### src/rtl/cart_map_pkg.sv
package cart_map_pkg;
  localparam int unsigned BUS_AW    = 24;
  localparam int unsigned BANK_W    = 6;
  localparam int unsigned NUM_BANKS = 8;
  localparam int unsigned PAGE_AW   = 19;
  localparam logic [15:0] WIN_HI    = 16'hA130;
  localparam logic [3:0]  REG_NIB   = 4'hF;

  typedef logic [BANK_W-1:0] bank_t;
  typedef logic [NUM_BANKS-1:0][BANK_W-1:0] bank_tbl_t;
endpackage

### src/rtl/cart_map_win.sv
module cart_map_win
  import cart_map_pkg::*;
(
  input  logic [BUS_AW-1:0] addr_i,
  input  logic [15:0]       wdata_i,
  input  logic [1:0]        be_i,
  input  logic              rd_i,
  input  logic              wr_i,
  output logic              win_hit_o,
  output logic              reg_wr_o,
  output logic [2:0]        reg_idx_o,
  output logic [7:0]        reg_data_o
);
  logic unused_bits;
  assign unused_bits = ^{wdata_i[15:8], addr_i[0], be_i[1]};

  assign win_hit_o  = (addr_i[23:8] == WIN_HI) && (rd_i || wr_i);
  // registers live at odd offsets F1..FF; addr[0] ignored so word writes hit them
  assign reg_wr_o   = wr_i && (addr_i[23:8] == WIN_HI) && (addr_i[7:4] == REG_NIB) && be_i[0];
  assign reg_idx_o  = addr_i[3:1];
  assign reg_data_o = wdata_i[7:0];
endmodule

### src/rtl/cart_map_regs.sv
module cart_map_regs
  import cart_map_pkg::*;
(
  input  logic       clk_i,
  input  logic       rst_ni,
  input  logic       wr_i,
  input  logic [2:0] idx_i,
  input  logic [7:0] data_i,
  output bank_tbl_t  bank_o,
  output logic       sram_en_o,
  output logic       sram_wp_o
);
  bank_tbl_t bank_q;
  logic      en_q, wp_q;
  logic      unused_data;
  assign unused_data = ^data_i[7:6];

  assign bank_q[0] = '0;  // page 0 is pinned

  for (genvar k = 1; k < NUM_BANKS; k++) begin : g_bank
    always_ff @(posedge clk_i or negedge rst_ni) begin
      if (!rst_ni)                      bank_q[k] <= bank_t'(k);
      else if (wr_i && idx_i == 3'(k))  bank_q[k] <= data_i[BANK_W-1:0];
    end
  end

  always_ff @(posedge clk_i or negedge rst_ni) begin
    if (!rst_ni) begin
      en_q <= 1'b1;
      wp_q <= 1'b1;
    end else if (wr_i && idx_i == 3'd0) begin
      en_q <= data_i[0];
      wp_q <= data_i[1];
    end
  end

  assign bank_o    = bank_q;
  assign sram_en_o = en_q;
  assign sram_wp_o = wp_q;


  bank_load_chk: assert property (@(posedge clk_i) disable iff (!rst_ni)
    (wr_i && idx_i != 3'd0) |=> bank_o[$past(idx_i)] == $past(data_i[BANK_W-1:0]));

  bank_hold_chk: assert property (@(posedge clk_i) disable iff (!rst_ni)
    !wr_i |=> $stable(bank_o) && $stable(sram_en_o) && $stable(sram_wp_o));

  ctrl_load_chk: assert property (@(posedge clk_i) disable iff (!rst_ni)
    (wr_i && idx_i == 3'd0) |=> (sram_en_o == $past(data_i[0])) && (sram_wp_o == $past(data_i[1])));
endmodule

### src/rtl/cart_map_route.sv
module cart_map_route
  import cart_map_pkg::*;
#(
  parameter int unsigned ROM_AW       = 22,
  parameter int unsigned SRAM_AW      = 15,
  parameter bit          SRAM_PRESENT = 1'b1,
  parameter bit          ENFORCE_WP   = 1'b0
) (
  input  logic              clk_i,
  input  logic              rst_ni,
  input  logic [BUS_AW-1:0] addr_i,
  input  logic [1:0]        be_i,
  input  logic              rd_i,
  input  logic              wr_i,
  input  bank_tbl_t         bank_i,
  input  logic              sram_en_i,
  input  logic              sram_wp_i,
  output logic [ROM_AW-1:0] rom_addr_o,
  output logic              rom_sel_o,
  output logic [SRAM_AW-1:0] sram_addr_o,
  output logic              sram_sel_o,
  output logic [1:0]        sram_we_o
);
  localparam int unsigned FULL_AW = BANK_W + PAGE_AW;

  logic               cart_hit, sram_hit, wr_ok;
  logic [FULL_AW-1:0] full_addr;
  bank_t              page;

  assign cart_hit  = (addr_i[23:22] == 2'b00);
  assign sram_hit  = cart_hit && addr_i[21] && SRAM_PRESENT && sram_en_i;
  assign page      = bank_i[addr_i[21:19]];
  assign full_addr = {page, addr_i[PAGE_AW-1:0]};

  assign wr_ok       = ENFORCE_WP ? sram_wp_i : 1'b1;
  assign rom_addr_o  = full_addr[ROM_AW-1:0];
  assign rom_sel_o   = rd_i && cart_hit && !sram_hit;
  assign sram_addr_o = addr_i[SRAM_AW-1:0];
  assign sram_sel_o  = (rd_i || wr_i) && sram_hit;
  assign sram_we_o   = be_i & {2{wr_i && sram_hit && wr_ok}};


  sram_sel_chk: assert property (@(posedge clk_i) disable iff (!rst_ni)
    sram_sel_o |-> addr_i[21] && sram_en_i && !rom_sel_o);

  rom_excl_chk: assert property (@(posedge clk_i) disable iff (!rst_ni)
    rom_sel_o |-> !sram_sel_o && (addr_i[23:22] == 2'b00));

  rom_low_chk: assert property (@(posedge clk_i) disable iff (!rst_ni)
    rom_sel_o |-> rom_addr_o[PAGE_AW-1:0] == addr_i[PAGE_AW-1:0]);

  wp_chk: assert property (@(posedge clk_i) disable iff (!rst_ni)
    (ENFORCE_WP && sram_we_o != 2'b00) |-> sram_wp_i);
endmodule

### src/rtl/cart_mapper.sv
module cart_mapper
  import cart_map_pkg::*;
#(
  parameter int unsigned ROM_AW       = 22,
  parameter int unsigned SRAM_AW      = 15,
  parameter bit          SRAM_PRESENT = 1'b1,
  parameter bit          ENFORCE_WP   = 1'b0
) (
  input  logic               clk_i,
  input  logic               rst_ni,
  input  logic [23:0]        bus_addr_i,
  input  logic [15:0]        bus_wdata_i,
  input  logic [1:0]         bus_be_i,
  input  logic               bus_rd_i,
  input  logic               bus_wr_i,
  output logic [ROM_AW-1:0]  rom_addr_o,
  output logic               rom_sel_o,
  output logic [SRAM_AW-1:0] sram_addr_o,
  output logic               sram_sel_o,
  output logic [1:0]         sram_we_o,
  output logic               reg_sel_o,
  output logic [15:0]        rdata_o
);
  logic       reg_wr, sram_en, sram_wp;
  logic [2:0] reg_idx;
  logic [7:0] reg_data;
  bank_tbl_t  bank_tbl;

  cart_map_win u_win (
    .addr_i     (bus_addr_i),
    .wdata_i    (bus_wdata_i),
    .be_i       (bus_be_i),
    .rd_i       (bus_rd_i),
    .wr_i       (bus_wr_i),
    .win_hit_o  (reg_sel_o),
    .reg_wr_o   (reg_wr),
    .reg_idx_o  (reg_idx),
    .reg_data_o (reg_data)
  );

  cart_map_regs u_regs (
    .clk_i     (clk_i),
    .rst_ni    (rst_ni),
    .wr_i      (reg_wr),
    .idx_i     (reg_idx),
    .data_i    (reg_data),
    .bank_o    (bank_tbl),
    .sram_en_o (sram_en),
    .sram_wp_o (sram_wp)
  );

  cart_map_route #(
    .ROM_AW(ROM_AW), .SRAM_AW(SRAM_AW),
    .SRAM_PRESENT(SRAM_PRESENT), .ENFORCE_WP(ENFORCE_WP)
  ) u_route (
    .clk_i       (clk_i),
    .rst_ni      (rst_ni),
    .addr_i      (bus_addr_i),
    .be_i        (bus_be_i),
    .rd_i        (bus_rd_i),
    .wr_i        (bus_wr_i),
    .bank_i      (bank_tbl),
    .sram_en_i   (sram_en),
    .sram_wp_i   (sram_wp),
    .rom_addr_o  (rom_addr_o),
    .rom_sel_o   (rom_sel_o),
    .sram_addr_o (sram_addr_o),
    .sram_sel_o  (sram_sel_o),
    .sram_we_o   (sram_we_o)
  );

  assign rdata_o = 16'h0000;  // window reads back as zero


  win_rom_chk: assert property (@(posedge clk_i) disable iff (!rst_ni)
    reg_sel_o |-> !rom_sel_o && !sram_sel_o);
endmodule

### config.mk
export PLATFORM = sky130hd
export DESIGN_NAME = cart_mapper
export DESIGN_NICKNAME = d
export VERILOG_FILES = /design/src/rtl/cart_map_pkg.sv /design/src/rtl/cart_map_win.sv /design/src/rtl/cart_map_regs.sv /design/src/rtl/cart_map_route.sv /design/src/rtl/cart_mapper.sv
export SDC_FILE = /design/constraint.sdc
export NUM_CORES = 1
export LEC_CHECK = 0
export BUFFER_PORTS_ARGS = -buffer_cell sky130_fd_sc_hd__buf_2
export CAP_MARGIN = 20
export CORE_ASPECT_RATIO = 1.2
export CORE_MARGIN = 3
export CORE_UTILIZATION = 47
export CTS_CLUSTER_DIAMETER = 60
export DETAILED_ROUTE_END_ITERATION = 10
export PLACE_DENSITY = 0.95
export SYNTH_ARGS = -nofsm -noshare
export SYNTH_HDL_FRONTEND = slang
export SYNTH_SLANG_ARGS = --single-unit
### constraint.sdc
create_clock -name clk_i -period 1.7 [get_ports clk_i]
set_input_delay 0.085 -clock clk_i [delete_from_list [all_inputs] [get_ports clk_i]]
set_output_delay 0.085 -clock clk_i [all_outputs]
set_load 0.02 [all_outputs]
==> summary.md <==
The flow ran to the end, and the final reports show no timing, DRC or antenna violations. Summed over all nets, the switching power comes to 0.000321 W. The number of design-rule violations left by the first detailed-router iteration is 21, and the sequential share of power is 48.2%. The total detailed-routing wirelength was 3100 um. The count of max-cap constraint violations was 0; the maximum operating frequency was 0.643 GHz.

Fill cells in the final layout number 294. Overall global routing resource usage: 14.9%. Leaving out fill and tap cells, the most frequent cells in the layout are sky130_fd_sc_hd__buf_2, sky130_fd_sc_hd__mux2_2, sky130_fd_sc_hd__conb_1, sky130_fd_sc_hd__dfstp_2, sky130_fd_sc_hd__dfrtp_1. The tools report the cell count after placement as 224. The combined area of all synthesized cells came out at 0.00168 sq mm.

The count of synthesis-stage warnings from yosys was 0. STA classifies the critical path startpoint as a flip-flop. The worst-path maximum fanout is 2. The area of all sequential standard cells was 567 sq um.

Of all flip-flops after synthesis, the portion carrying an async set or reset was 100%. The critical path capture point type was an output pin. Cell internal power was estimated by the tool at 0.000767 W. The logs give 49.6% for the effective utilization at floorplan and 0.00434 sq mm for the full die area. The floorplan step set the die width to 60.6 um.

TritonCTS built the clock tree. Power comes to 0.00109 W. The setup path with the least slack is of type reg -> out. The logs give 104 for the top-level I/O count and 22 for the number of sinks driven by the clock tree.

On the worst path, the slowest cell contributes a delay of 0.49 ns. The number of setup violations in the final report was 0; the average wire per cell in the routed design was 13.5 um. For the final number of max-transition violations, the log shows 0. At the worst endpoint, the arrival time is 1.47 ns.

After routing the design area is 0.00184 sq mm. The logs give 148 for the cell count after synthesis and 0 for the number of gates resized after cts. The first TritonRoute pass finished after 2 iterations.

Dividing the final minimum period by the clock period gives 91.4%. The critical path goes through mux4_1, nand2_1, o21ai_0, buf_2. Via count of the first global-routing pass: 1,113. The count of cell types in the netlist came out at 29.

The most common cell after layout, fill and taps aside was sky130_fd_sc_hd__buf_2. The tightest min-delay check is of the in -> reg type. The core region is 0.00340 sq mm. The share of total power dissipated in combinational logic is 21.8%. The first global-routing pass estimated 4840 um of wire. The clock transition at the registers of the reported paths was 0.07 ns. In the routed design, unresolved DRC markers number 0. The register bit count reported by yosys was 22; the number of antenna violations at the first check in global routing was 0.

The number of endpoints with negative hold slack in the final report came out at 0. Root buffer cell: sky130_fd_sc_hd__clkbuf_8. The logs give 0.955 nW for the static leakage power and 0.26 ns for the clock latency of the later-clocked register in the worst-skew pair. From bottom edge to top edge, the die measures 71.6 um. The average instance area after synthesis is 11.4 sq um. For the number of buffers on the longest clock path, the log shows 2. The total grt overflow was 0.

The net count of the finished layout is 239. The total placed instance area is 0.00179 sq mm, and the total of buffers placed on input and output ports is 71. The CTS H-tree depth was 1.

The clock arrives with 0 ns of skew. The largest net degree at the start of global routing was 23; the worst endpoint required time was 1.62 ns. Subtracting the final worst setup slack from the clock period gives 1.55 ns. After synthesis, flip-flops and latches occupy 33.7% of the total area.

After detailed routing, the number of vias per cell comes to 4.98. The cell type of the slowest stage on the worst timing path is sky130_fd_sc_hd__mux4_1. Among all flip-flop cells after synthesis, the most frequent one is sky130_fd_sc_hd__dfstp_2. For the final routed database, the setup TNS stands at 0 ns. The antenna violation net count after detailed routing is 0, and the via count is 1,140.

The net switching fraction of the power is 29.5%, and the count of flip-flops with a built-in enable after synthesis is 0. The number of antenna diodes in the final layout is 0. The multi-input logic area was 771 sq um; the power per standard cell area was 590 mW/mm^2. Buffers inserted during clock tree synthesis total 3.

Number of placement rows: 23. Setup repair after global routing left no endpoint under its margin. The post-route netlist has 65.1% of its cells at a drive strength greater than 1. The count of non-filler cells in the finished layout was 229; the final RePlAce weighted congestion was 0.725.

Compared with the post-synthesis result, the final layout area differs by 9.44%. Detailed placement HPWL: 2610 um. VDD sags by at most 463 uV. The power share of the clock group is 30.0%.
logic make-up after synthesis:
logic type             Yosys count  synth area share (%)
AO/OA/AOI/OAI                    6                  2.08
AND/OR/NAND/NOR                 37                  18.7
multiplexers                    28                  21.4
flip-flops                      22                  33.7
buffers and inverters           54                  23.9
other                            1                 0.223
per-stage QoR:
stage / util [%] / setup slack, ns / hold WS [ns]
CTS: 54.3 / 0.135 / 0.138
floorplan: - / 0.136 / -0.211
detailed placement: 52.7 / -0.0240 / 0.0578
finish: 54.3 / 0.145 / 0.135
global route: 54.3 / 0.0206 / 0.154
global placement: 52.7 / 0.00640 / 0.0571
Yosys cell counts (all sizes together) (2+ instances only):
cell | number | area [sq um]
o21ai | 3 | 15.0
nand3 | 2 | 10.0
dfrtp | 9 | 225
nor4 | 2 | 42.5
nor4b | 4 | 86.3
nor2 | 8 | 30.0
mux4 | 3 | 78.8
mux2 | 25 | 282
dfstp | 13 | 342
nand4 | 5 | 46.3
a22oi | 2 | 15.0
buf | 52 | 394
and4 | 2 | 18.8
nand2 | 8 | 30.0
per-layer routing:
layer / routed length, um / part of all wire (%) / track usage [%]
met4: 57 / 1.8 / 6.51
met5: 0 / 0 / 0
met2: 1750 / 56 / 28.5
met1: 1130 / 36 / 15.2
met3: 167 / 5.4 / 2.16
flip-flops by register name, indices dropped and copies added, names as in the netlist:
| register | flops |
|---|---|
| u_regs.bank_o | 21 |
| u_regs.sram_en_o | 1 |
critical path, delay by kind of cell (launching register included):
kind | cells | cell delay (ns)
multiplexers | 1 | 0.49
flip-flops | 1 | 0.38
buffers and inverters | 1 | 0.17
AO/OA/AOI/OAI | 1 | 0.09
AND/OR/NAND/NOR | 1 | 0.08
layout make-up:
cell class	count	area share, %
repair buffers	78	22.3
well taps	37	2.51
multi-input cells	87	41.8
inverters	1	0.204
clock buffers	4	2.44
flip-flops and latches	22	30.8
power groups by stage:
| stage | Clock [W] | Sequential (W) | Combinational [W] |
|---|---|---|---|
| 2_1_floorplan | 0 | 0.000534 | 0.000213 |
| 3_3_place_gp | 0 | 0.000534 | 0.000233 |
| 3_5_place_dp | 0 | 0.000534 | 0.000236 |
| 4_1_cts | 0.000335 | 0.000525 | 0.000238 |
| 5_1_grt | 0.000355 | 0.000525 | 0.000256 |
| 6_report | 0.000326 | 0.000525 | 0.000237 |
final timing paths:
check	startpoint	endpoint	slack [ns]	cells after the start
worst max-delay path	u_regs.bank_o[36]$_DFFE_PN0P_	rom_addr_o[19]	0.15	4
worst min-delay path	bus_wdata_i[1]	u_regs.bank_o[19]$_DFFE_PN1P_	0.13	2
worst max register to register	u_regs.bank_o[20]$_DFFE_PN0P_	u_regs.bank_o[20]$_DFFE_PN0P_	0.94	1
worst min register to register	u_regs.bank_o[20]$_DFFE_PN0P_	u_regs.bank_o[20]$_DFFE_PN0P_	0.49	1
max in group asynchronous	rst_ni	u_regs.bank_o[6]$_DFFE_PN1P_	1.06	2
min in group asynchronous	rst_ni	u_regs.bank_o[25]$_DFFE_PN0P_	0.30	2
repair_timing:
item / CTS / global route
hold endpoints to repair: 9 / 0
hold buffers: 1 / 0
buffers inserted: 0 / 0
No activity file was read; power rests on OpenSTA's default activity.
